## src/rtl/ddr_rps_pkg.sv

```systemverilog
package ddr_rps_pkg;

  typedef enum logic [1:0] {
    PWR_ON   = 2'd0,
    PWR_SREF = 2'd1,
    PWR_PDN  = 2'd2
  } pwr_state_e;

  function automatic int unsigned max2(int unsigned a, int unsigned b);
    return (a > b) ? a : b;
  endfunction

endpackage

```

## src/rtl/ddr_rps_delay.sv

```systemverilog
module ddr_rps_delay #(
  parameter int unsigned CNT_W = 8
) (
  input  logic             clk_i,
  input  logic             rst_ni,
  input  logic             load_i,
  input  logic [CNT_W-1:0] val_i,
  output logic             idle_o
);

  logic [CNT_W-1:0] cnt_q;

  always_ff @(posedge clk_i or negedge rst_ni) begin
    if (!rst_ni)              cnt_q <= '0;
    else if (load_i)          cnt_q <= val_i;
    else if (cnt_q != '0)     cnt_q <= cnt_q - 1'b1;
  end

  assign idle_o = (cnt_q == '0);

endmodule

```

## src/rtl/ddr_rps_refresh.sv

```systemverilog
module ddr_rps_refresh #(
  parameter int unsigned TREFI_CYC    = 3120,
  parameter int unsigned MAX_POSTPONE = 8
) (
  input  logic clk_i,
  input  logic rst_ni,
  input  logic hot_i,
  input  logic hold_i,
  input  logic take_i,
  output logic req_o,
  output logic urgent_o
);

  localparam int unsigned TMR_W  = $clog2(TREFI_CYC);
  localparam int unsigned PEND_W = $clog2(MAX_POSTPONE + 2);
  localparam logic [TMR_W-1:0]  RELOAD_COOL = TMR_W'(TREFI_CYC - 1);
  localparam logic [TMR_W-1:0]  RELOAD_HOT  = TMR_W'(TREFI_CYC / 2 - 1);
  localparam logic [PEND_W-1:0] PEND_MAX    = PEND_W'(MAX_POSTPONE + 1);

  logic [TMR_W-1:0]  tmr_q;
  logic [PEND_W-1:0] pend_q;
  logic [TMR_W-1:0]  reload;
  logic              slot_due;
  logic              inc;

  assign reload   = hot_i ? RELOAD_HOT : RELOAD_COOL;
  assign slot_due = (tmr_q == '0);
  assign inc      = slot_due && (pend_q != PEND_MAX);

  always_ff @(posedge clk_i or negedge rst_ni) begin
    if (!rst_ni) begin
      tmr_q  <= RELOAD_COOL;
      pend_q <= '0;
    end else if (hold_i) begin
      // self-refresh covers the array; restart the schedule
      tmr_q  <= reload;
      pend_q <= '0;
    end else begin
      tmr_q <= slot_due ? reload : tmr_q - 1'b1;
      case ({inc, take_i})
        2'b10:   pend_q <= pend_q + 1'b1;
        2'b01:   pend_q <= pend_q - 1'b1;
        default: pend_q <= pend_q;
      endcase
    end
  end

  assign req_o    = (pend_q != '0);
  assign urgent_o = (pend_q == PEND_MAX);

endmodule

```

## src/rtl/ddr_rps_pwr.sv

```systemverilog
module ddr_rps_pwr
  import ddr_rps_pkg::*;
#(
  parameter int unsigned TCKE_CYC  = 3,
  parameter int unsigned TXSNR_CYC = 55,
  parameter int unsigned TXSRD_CYC = 200,
  parameter int unsigned TXP_CYC   = 2,
  parameter int unsigned TXARD_CYC = 2,
  parameter int unsigned SLOW_BASE = 8,
  parameter int unsigned AL_W      = 3,
  parameter int unsigned CNT_W     = 8
) (
  input  logic             clk_i,
  input  logic             rst_ni,
  input  logic             sr_req_i,
  input  logic             pd_req_i,
  input  logic             bank_open_i,
  input  logic             slow_exit_i,
  input  logic [AL_W-1:0]  al_i,
  input  logic             quiet_i,
  output pwr_state_e       state_o,
  output logic             load_o,
  output logic [CNT_W-1:0] rd_val_o,
  output logic [CNT_W-1:0] nrd_val_o
);

  localparam int unsigned HOLD_W = $clog2(TCKE_CYC + 1);
  localparam logic [HOLD_W-1:0] HOLD_INIT = HOLD_W'(TCKE_CYC - 1);
  localparam logic [CNT_W-1:0]  SLOW_V    = CNT_W'(SLOW_BASE);

  pwr_state_e        state_q, state_d;
  logic [HOLD_W-1:0] hold_q;
  logic              act_pd_q;
  logic              can_move;
  logic [CNT_W-1:0]  al_c;
  logic [CNT_W-1:0]  slow_rd;

  assign can_move = (hold_q == '0);
  assign al_c     = CNT_W'(al_i);
  assign slow_rd  = (al_c >= SLOW_V) ? '0 : SLOW_V - al_c;

  always_comb begin
    state_d   = state_q;
    load_o    = 1'b0;
    rd_val_o  = '0;
    nrd_val_o = '0;
    unique case (state_q)
      PWR_ON: begin
        if (can_move && quiet_i) begin
          if (sr_req_i) begin
            if (!bank_open_i) state_d = PWR_SREF;
            else if (pd_req_i) state_d = PWR_PDN;
          end else if (pd_req_i) begin
            state_d = PWR_PDN;
          end
        end
      end
      PWR_SREF: begin
        if (can_move && !sr_req_i) begin
          state_d   = PWR_ON;
          load_o    = 1'b1;
          rd_val_o  = CNT_W'(TXSRD_CYC);
          nrd_val_o = CNT_W'(TXSNR_CYC);
        end
      end
      PWR_PDN: begin
        if (can_move && !pd_req_i) begin
          state_d   = PWR_ON;
          load_o    = 1'b1;
          nrd_val_o = CNT_W'(TXP_CYC);
          if (!act_pd_q)        rd_val_o = CNT_W'(TXP_CYC);
          else if (slow_exit_i) rd_val_o = slow_rd;
          else                  rd_val_o = CNT_W'(TXARD_CYC);
        end
      end
      default: state_d = PWR_ON;
    endcase
  end

  always_ff @(posedge clk_i or negedge rst_ni) begin
    if (!rst_ni) begin
      state_q  <= PWR_ON;
      hold_q   <= '0;
      act_pd_q <= 1'b0;
    end else begin
      state_q <= state_d;
      if (state_d != state_q) hold_q <= HOLD_INIT;
      else if (hold_q != '0)  hold_q <= hold_q - 1'b1;
      if (state_q == PWR_ON && state_d == PWR_PDN) act_pd_q <= bank_open_i;
    end
  end

  assign state_o = state_q;

endmodule

```

## src/rtl/ddr_refresh_pwr_seq.sv

```systemverilog
module ddr_refresh_pwr_seq
  import ddr_rps_pkg::*;
#(
  parameter int unsigned TREFI_CYC    = 3120,
  parameter int unsigned TRFC_CYC     = 51,
  parameter int unsigned TXSNR_CYC    = 55,
  parameter int unsigned TXSRD_CYC    = 200,
  parameter int unsigned TXP_CYC      = 2,
  parameter int unsigned TXARD_CYC    = 2,
  parameter int unsigned SLOW_BASE    = 8,
  parameter int unsigned TCKE_CYC     = 3,
  parameter int unsigned MAX_POSTPONE = 8,
  parameter int unsigned AL_W         = 3
) (
  input  logic            clk_i,
  input  logic            rst_ni,
  input  logic            hot_i,
  input  logic            sr_req_i,
  input  logic            pd_req_i,
  input  logic            bank_open_i,
  input  logic            slow_exit_i,
  input  logic [AL_W-1:0] al_i,
  input  logic            ref_done_i,
  output logic            ref_req_o,
  output logic            ref_urgent_o,
  output logic            cke_o,
  output logic            rd_ready_o,
  output logic            nrd_ready_o,
  output logic            ref_ready_o
);

  localparam int unsigned DLY_MAX = max2(max2(max2(TXSNR_CYC, TXSRD_CYC), max2(TXP_CYC, TXARD_CYC)),
                                         max2(TRFC_CYC, SLOW_BASE));
  localparam int unsigned CNT_W   = $clog2(DLY_MAX + 1);
  localparam int unsigned N_DLY   = 3;
  localparam int unsigned D_RD    = 0;
  localparam int unsigned D_NRD   = 1;
  localparam int unsigned D_RFC   = 2;

  pwr_state_e       state;
  logic             exit_load;
  logic [CNT_W-1:0] exit_rd_val, exit_nrd_val;
  logic             ref_take;
  logic             quiet;
  logic             dly_load [N_DLY];
  logic [CNT_W-1:0] dly_val  [N_DLY];
  logic             dly_idle [N_DLY];

  assign ref_take = ref_done_i && ref_req_o && ref_ready_o;
  assign quiet    = dly_idle[D_RFC] && !ref_take && !ref_urgent_o;

  ddr_rps_refresh #(
    .TREFI_CYC   (TREFI_CYC),
    .MAX_POSTPONE(MAX_POSTPONE)
  ) u_refresh (
    .clk_i   (clk_i),
    .rst_ni  (rst_ni),
    .hot_i   (hot_i),
    .hold_i  (state == PWR_SREF),
    .take_i  (ref_take),
    .req_o   (ref_req_o),
    .urgent_o(ref_urgent_o)
  );

  ddr_rps_pwr #(
    .TCKE_CYC (TCKE_CYC),
    .TXSNR_CYC(TXSNR_CYC),
    .TXSRD_CYC(TXSRD_CYC),
    .TXP_CYC  (TXP_CYC),
    .TXARD_CYC(TXARD_CYC),
    .SLOW_BASE(SLOW_BASE),
    .AL_W     (AL_W),
    .CNT_W    (CNT_W)
  ) u_pwr (
    .clk_i      (clk_i),
    .rst_ni     (rst_ni),
    .sr_req_i   (sr_req_i),
    .pd_req_i   (pd_req_i),
    .bank_open_i(bank_open_i),
    .slow_exit_i(slow_exit_i),
    .al_i       (al_i),
    .quiet_i    (quiet),
    .state_o    (state),
    .load_o     (exit_load),
    .rd_val_o   (exit_rd_val),
    .nrd_val_o  (exit_nrd_val)
  );

  assign dly_load[D_RD]  = exit_load;
  assign dly_val[D_RD]   = exit_rd_val;
  assign dly_load[D_NRD] = exit_load;
  assign dly_val[D_NRD]  = exit_nrd_val;
  assign dly_load[D_RFC] = ref_take;
  assign dly_val[D_RFC]  = CNT_W'(TRFC_CYC);

  for (genvar g = 0; g < N_DLY; g++) begin : g_dly
    ddr_rps_delay #(.CNT_W(CNT_W)) u_dly (
      .clk_i (clk_i),
      .rst_ni(rst_ni),
      .load_i(dly_load[g]),
      .val_i (dly_val[g]),
      .idle_o(dly_idle[g])
    );
  end

  assign cke_o       = (state == PWR_ON);
  assign rd_ready_o  = cke_o && dly_idle[D_RD] && !ref_urgent_o;
  assign nrd_ready_o = cke_o && dly_idle[D_NRD] && dly_idle[D_RFC] && !ref_urgent_o;
  assign ref_ready_o = cke_o && dly_idle[D_NRD] && dly_idle[D_RFC];

endmodule

```

## config.mk

```make
export PLATFORM = sky130hd
export DESIGN_NAME = ddr_refresh_pwr_seq
export DESIGN_NICKNAME = d
export VERILOG_FILES = /design/src/rtl/ddr_rps_pkg.sv /design/src/rtl/ddr_rps_delay.sv /design/src/rtl/ddr_rps_refresh.sv /design/src/rtl/ddr_rps_pwr.sv /design/src/rtl/ddr_refresh_pwr_seq.sv
export SDC_FILE = /design/constraint.sdc
export NUM_CORES = 1
export LEC_CHECK = 0
export ABC_AREA = 0
export BUFFER_PORTS_ARGS = -buffer_cell sky130_fd_sc_hd__buf_2
export CORE_UTILIZATION = 25
export CTS_CLUSTER_DIAMETER = 30
export DETAILED_ROUTE_END_ITERATION = 6
export PLACE_DENSITY = 0.37
export SLEW_MARGIN = 25
export SYNTH_ARGS = -nofsm -noshare
export SYNTH_HDL_FRONTEND = slang
export SYNTH_SLANG_ARGS = --single-unit
```

## constraint.sdc

```tcl
create_clock -name clk_i -period 3.37 [get_ports clk_i]
set_input_delay 0 -clock clk_i [delete_from_list [all_inputs] [get_ports clk_i]]
set_output_delay 0 -clock clk_i [all_outputs]
set_load 0.1 [all_outputs]
```

==> impl_metrics.csv <==
group,metric,value,unit
worst_setup_path,r2r_start,"g_dly[2].u_dly.cnt_q[0]",
worst_setup_path,cp_max_fo,11,
timing,timing.hold.ws,0.0258,ns
worst_setup_path,worstPathRequired,3.59,ns
worst_setup_path,crit_buf_inv,1,
floorplan,rows,37,
clock_tree,clkSinkCount,45,
timing,rsz0062_at_grt,"no",
pwr,vdd_drop_max,0.232,mV
cells_and_area,insertedDiodeCount,0,
synth,avgSynthCellArea,9.41,um^2
cells_and_area,multi_input_area,1510,um^2
clock_tree,cts_made_buffers,5,
worst_hold_path,hold_class,"primary input to flop",
detailed_routing,drt_iter0_markers,63,
cells_and_area,postLayoutCoreUtil,30.0,%
clock_tree,cts_resized,0,
cells_and_area,fin_cells,449,
cells_and_area,nNetsFinal,340,
pwr,p_leak,0.00136,uW
floorplan,pin_count,17,
detailed_routing,dr_total_vias,2069,
synth,yosysWarnings,0,
detailed_routing,wire_per_inst,13.0,um
timing,fin_setup_tns,0,ns
synth,synth-edff-count,0,
detailed_routing,ant_nets,0,
timing,period_share,91.0,%
cells_and_area,area_growth,15.2,%
floorplan,die_area,11300,um^2
timing,worst_pin_slew,0.684,ns
worst_setup_path,critPathMostFrequentCell,"ha_1",
cells_and_area,nFillCells,1113,
pwr,p_per_area,818,nW/um^2
floorplan,dieWidth,106,um
cells_and_area,layout-drive-gt1-share,14.7,%
synth,syn_inst,288,
clock_tree,clockBufferDepth,2,
timing,clock_skew,0.0117,ns
worst_setup_path,cp-start-kind,"flop",
grt,antenna_found_initial,0,
placement,io_buffer_count,16,
clock_tree,cts-root-buf,"clkbuf_8",
worst_setup_path,cp_top_family,"simple AND/OR/NAND/NOR gates",
floorplan,die_h,106,um
synth,ys_seq_area_share,41.9,%
cells_and_area,regArea,1130,um^2
cells_and_area,mostFrequentLayoutCells,"dfrtp_1, nand2_1, nor2_1",
worst_hold_path,min_to,"g_dly[0].u_dly.cnt_q[2]",
clock_tree,tritoncts,"built",
worst_setup_path,critPathArrivalTime,3.28,ns
grt,grt-busiest-layer,"met2",
worst_setup_path,cp_cell_sequence,"inv_1, ha_1, or3b_2, nand2b_4, nor2b_1, ha_1, ha_1, a21o_1, a21oi_1, xor2_1, or3_1, a21oi_1",
worst_setup_path,crit_path_max_incr_delay,0.50,ns
run,cap_violations,0,
timing,period_minus_slack,3.07,ns
placement,place.gp.congestion,0.738,
worst_setup_path,cp_slowest_cell,"or3b_2",
timing,finalSetupViolCount,0,
grt,met3_usage,2.33,%
outcome,status,"finished, final reports clean",
worst_setup_path,r2r.worst_path.cells,12,
detailed_routing,routed_via_density,4.61,
detailed_routing,drc,0,
placement,post-dp-hpwl,4.38,mm
grt,globalRouteMet2Util,19.2,%
synth,syn_area,2710,um^2
synth,async_flop_share,100,%
clock_tree,clk_latency,0.30,ns
worst_setup_path,r2r_end,"u_refresh.pend_q[3]",
worst_setup_path,crit_start,"g_dly[2].u_dly.cnt_q[0]",
clock_tree,htreeDepth,2,
grt,grt_max_degree,32,
floorplan,core,10400,um^2
detailed_routing,drt_wl_total,5.85,mm
placement,dp.cells,438,
timing,fmax,326,MHz
grt,grt_usage,11.6,%
synth,syn-num-nets,316,
grt,grt_pass1_wl,10.2,mm
timing,relSlewSlack,54.2,%
timing,hold_viol,0,
detailed_routing,drtPass1Iterations,4,
synth,synth.distinct_cells,51,
worst_hold_path,holdPathStages,3,
grt,grt_pass1_vias,2133,
grt,gr-total-overflow,0,
clock_tree,clk_pin_slew_worst_paths,0.09,ns
synth,ys_ff_latch,45,
timing,drv_slew,0,
worst_setup_path,r2r_slack,0.30,ns
worst_setup_path,setup.worst_path.end_class,"flop",
synth,ys.flop_type,"dfrtp_1",
floorplan,initial_core_util,26.0,%
worst_hold_path,hp-start,"slow_exit_i",
cells_and_area,layout_commonest_cell,"dfrtp_1",
worst_setup_path,path_class,"flop to flop",
grt,grt_use_met1,15.3,%
==> worst register-to-register path, cell delays in order (launching register included) <==
cell and delay, ns:
dfrtp_1 0.40, inv_1 0.10, ha_1 0.18, or3b_2 0.50, nand2b_4 0.23, nor2b_1 0.17, ha_1 0.27, ha_1 0.26
a21o_1 0.18, a21oi_1 0.16, xor2_1 0.09, or3_1 0.31, a21oi_1 0.14
==> metal layers <==
layer / wire [um] / up-vias
met2: 2750 / 25
met1: 2890 / 979
met4: 37 / 0
met5: 0 / -
met3: 169 / 2
li1: - / 1063
==> logic make-up (layout without fill, tap and decap cells) <==
kind of cell / Yosys count / count (layout) / synth area share [%]
AO/OA/AOI/OAI: 54 / 54 / 12.1
XOR/XNOR: 24 / 24 / 7.76
adder cells (fa/ha/maj): 17 / 17 / 8.13
buffers and inverters: 20 / 45 / 2.82
flip-flops: 45 / 45 / 41.9
multiplexers: 6 / 6 / 2.31
AND/OR/NAND/NOR: 122 / 122 / 25.0
==> how the worst max path moves through the flow <==
stage | to | slack, ns | depth (start not counted)
floorplan | u_refresh.pend_q[3] | 0.26 | 12
global route | u_refresh.pend_q[3] | 0.03 | 12
CTS | u_refresh.pend_q[3] | 0.27 | 12
detailed placement | u_refresh.pend_q[3] | 0.31 | 12
global placement | u_refresh.pend_q[3] | 0.37 | 12
finish | u_refresh.pend_q[3] | 0.30 | 12
==> layout make-up <==
type                    count  share of cell area (%)
multi-input cells         223                    48.4
clock buffers               6                    2.65
inverters                  16                    1.92
repair buffers             21                    4.01
well taps                 136                    5.45
flip-flops and latches     45                    36.4
clock inverters             2                    1.20
==> per-stage QoR <==
step           cell area [um^2]  power, uW  worst slack, ns
6_report                   3120       2550            0.304
3_3_place_gp               2970       2140            0.366
4_1_cts                    3120       2600            0.272
2_1_floorplan              2720       1880            0.261
3_5_place_dp               2970       2130            0.307
5_1_grt                    3120       2800           0.0300
==> flip-flops by register name, indices dropped and copies added, names as in the netlist <==
signal             cells
g_dly.u_dly.cnt_q     24
u_pwr.act_pd_q         1
u_pwr.hold_q           2
u_pwr.state_o          2
u_refresh.pend_q       4
u_refresh.tmr_q       12
==> power breakdown <==
group | switching (uW) | internal (uW) | leakage, uW
Clock | 195 | 241 | 0.0000574
Combinational | 614 | 455 | 0.000767
Sequential | 231 | 816 | 0.000540
Total | 1040 | 1510 | 0.00136
==> what timing repair did <==
item | in CTS | in global routing
hold buffers | 3 | 0
hold endpoints to repair | 17 | 0
buffers inserted | 0 | 0
==> cells in the mapped netlist (3+ instances only) <==
master	instances	area [um^2]
dfrtp_1	38	951
nand2_1	26	97.6
nor2_1	24	90.1
o21ai_0	18	90.1
a21oi_1	16	80.1
ha_1	16	200
inv_1	16	60.1
nor3_1	14	70.1
xnor2_1	13	114
xor2_1	11	96.3
or3_1	9	56.3
nand3_1	8	40.0
dfstp_2	7	184
nor4_1	7	43.8
and3_1	4	25.0
mux2i_1	4	40.0
nand2b_1	4	25.0
nor2b_1	4	25.0
o31ai_1	4	30.0
a21o_1	3	22.5
clkbuf_1	3	11.3
(Power assumes the default switching activity.)
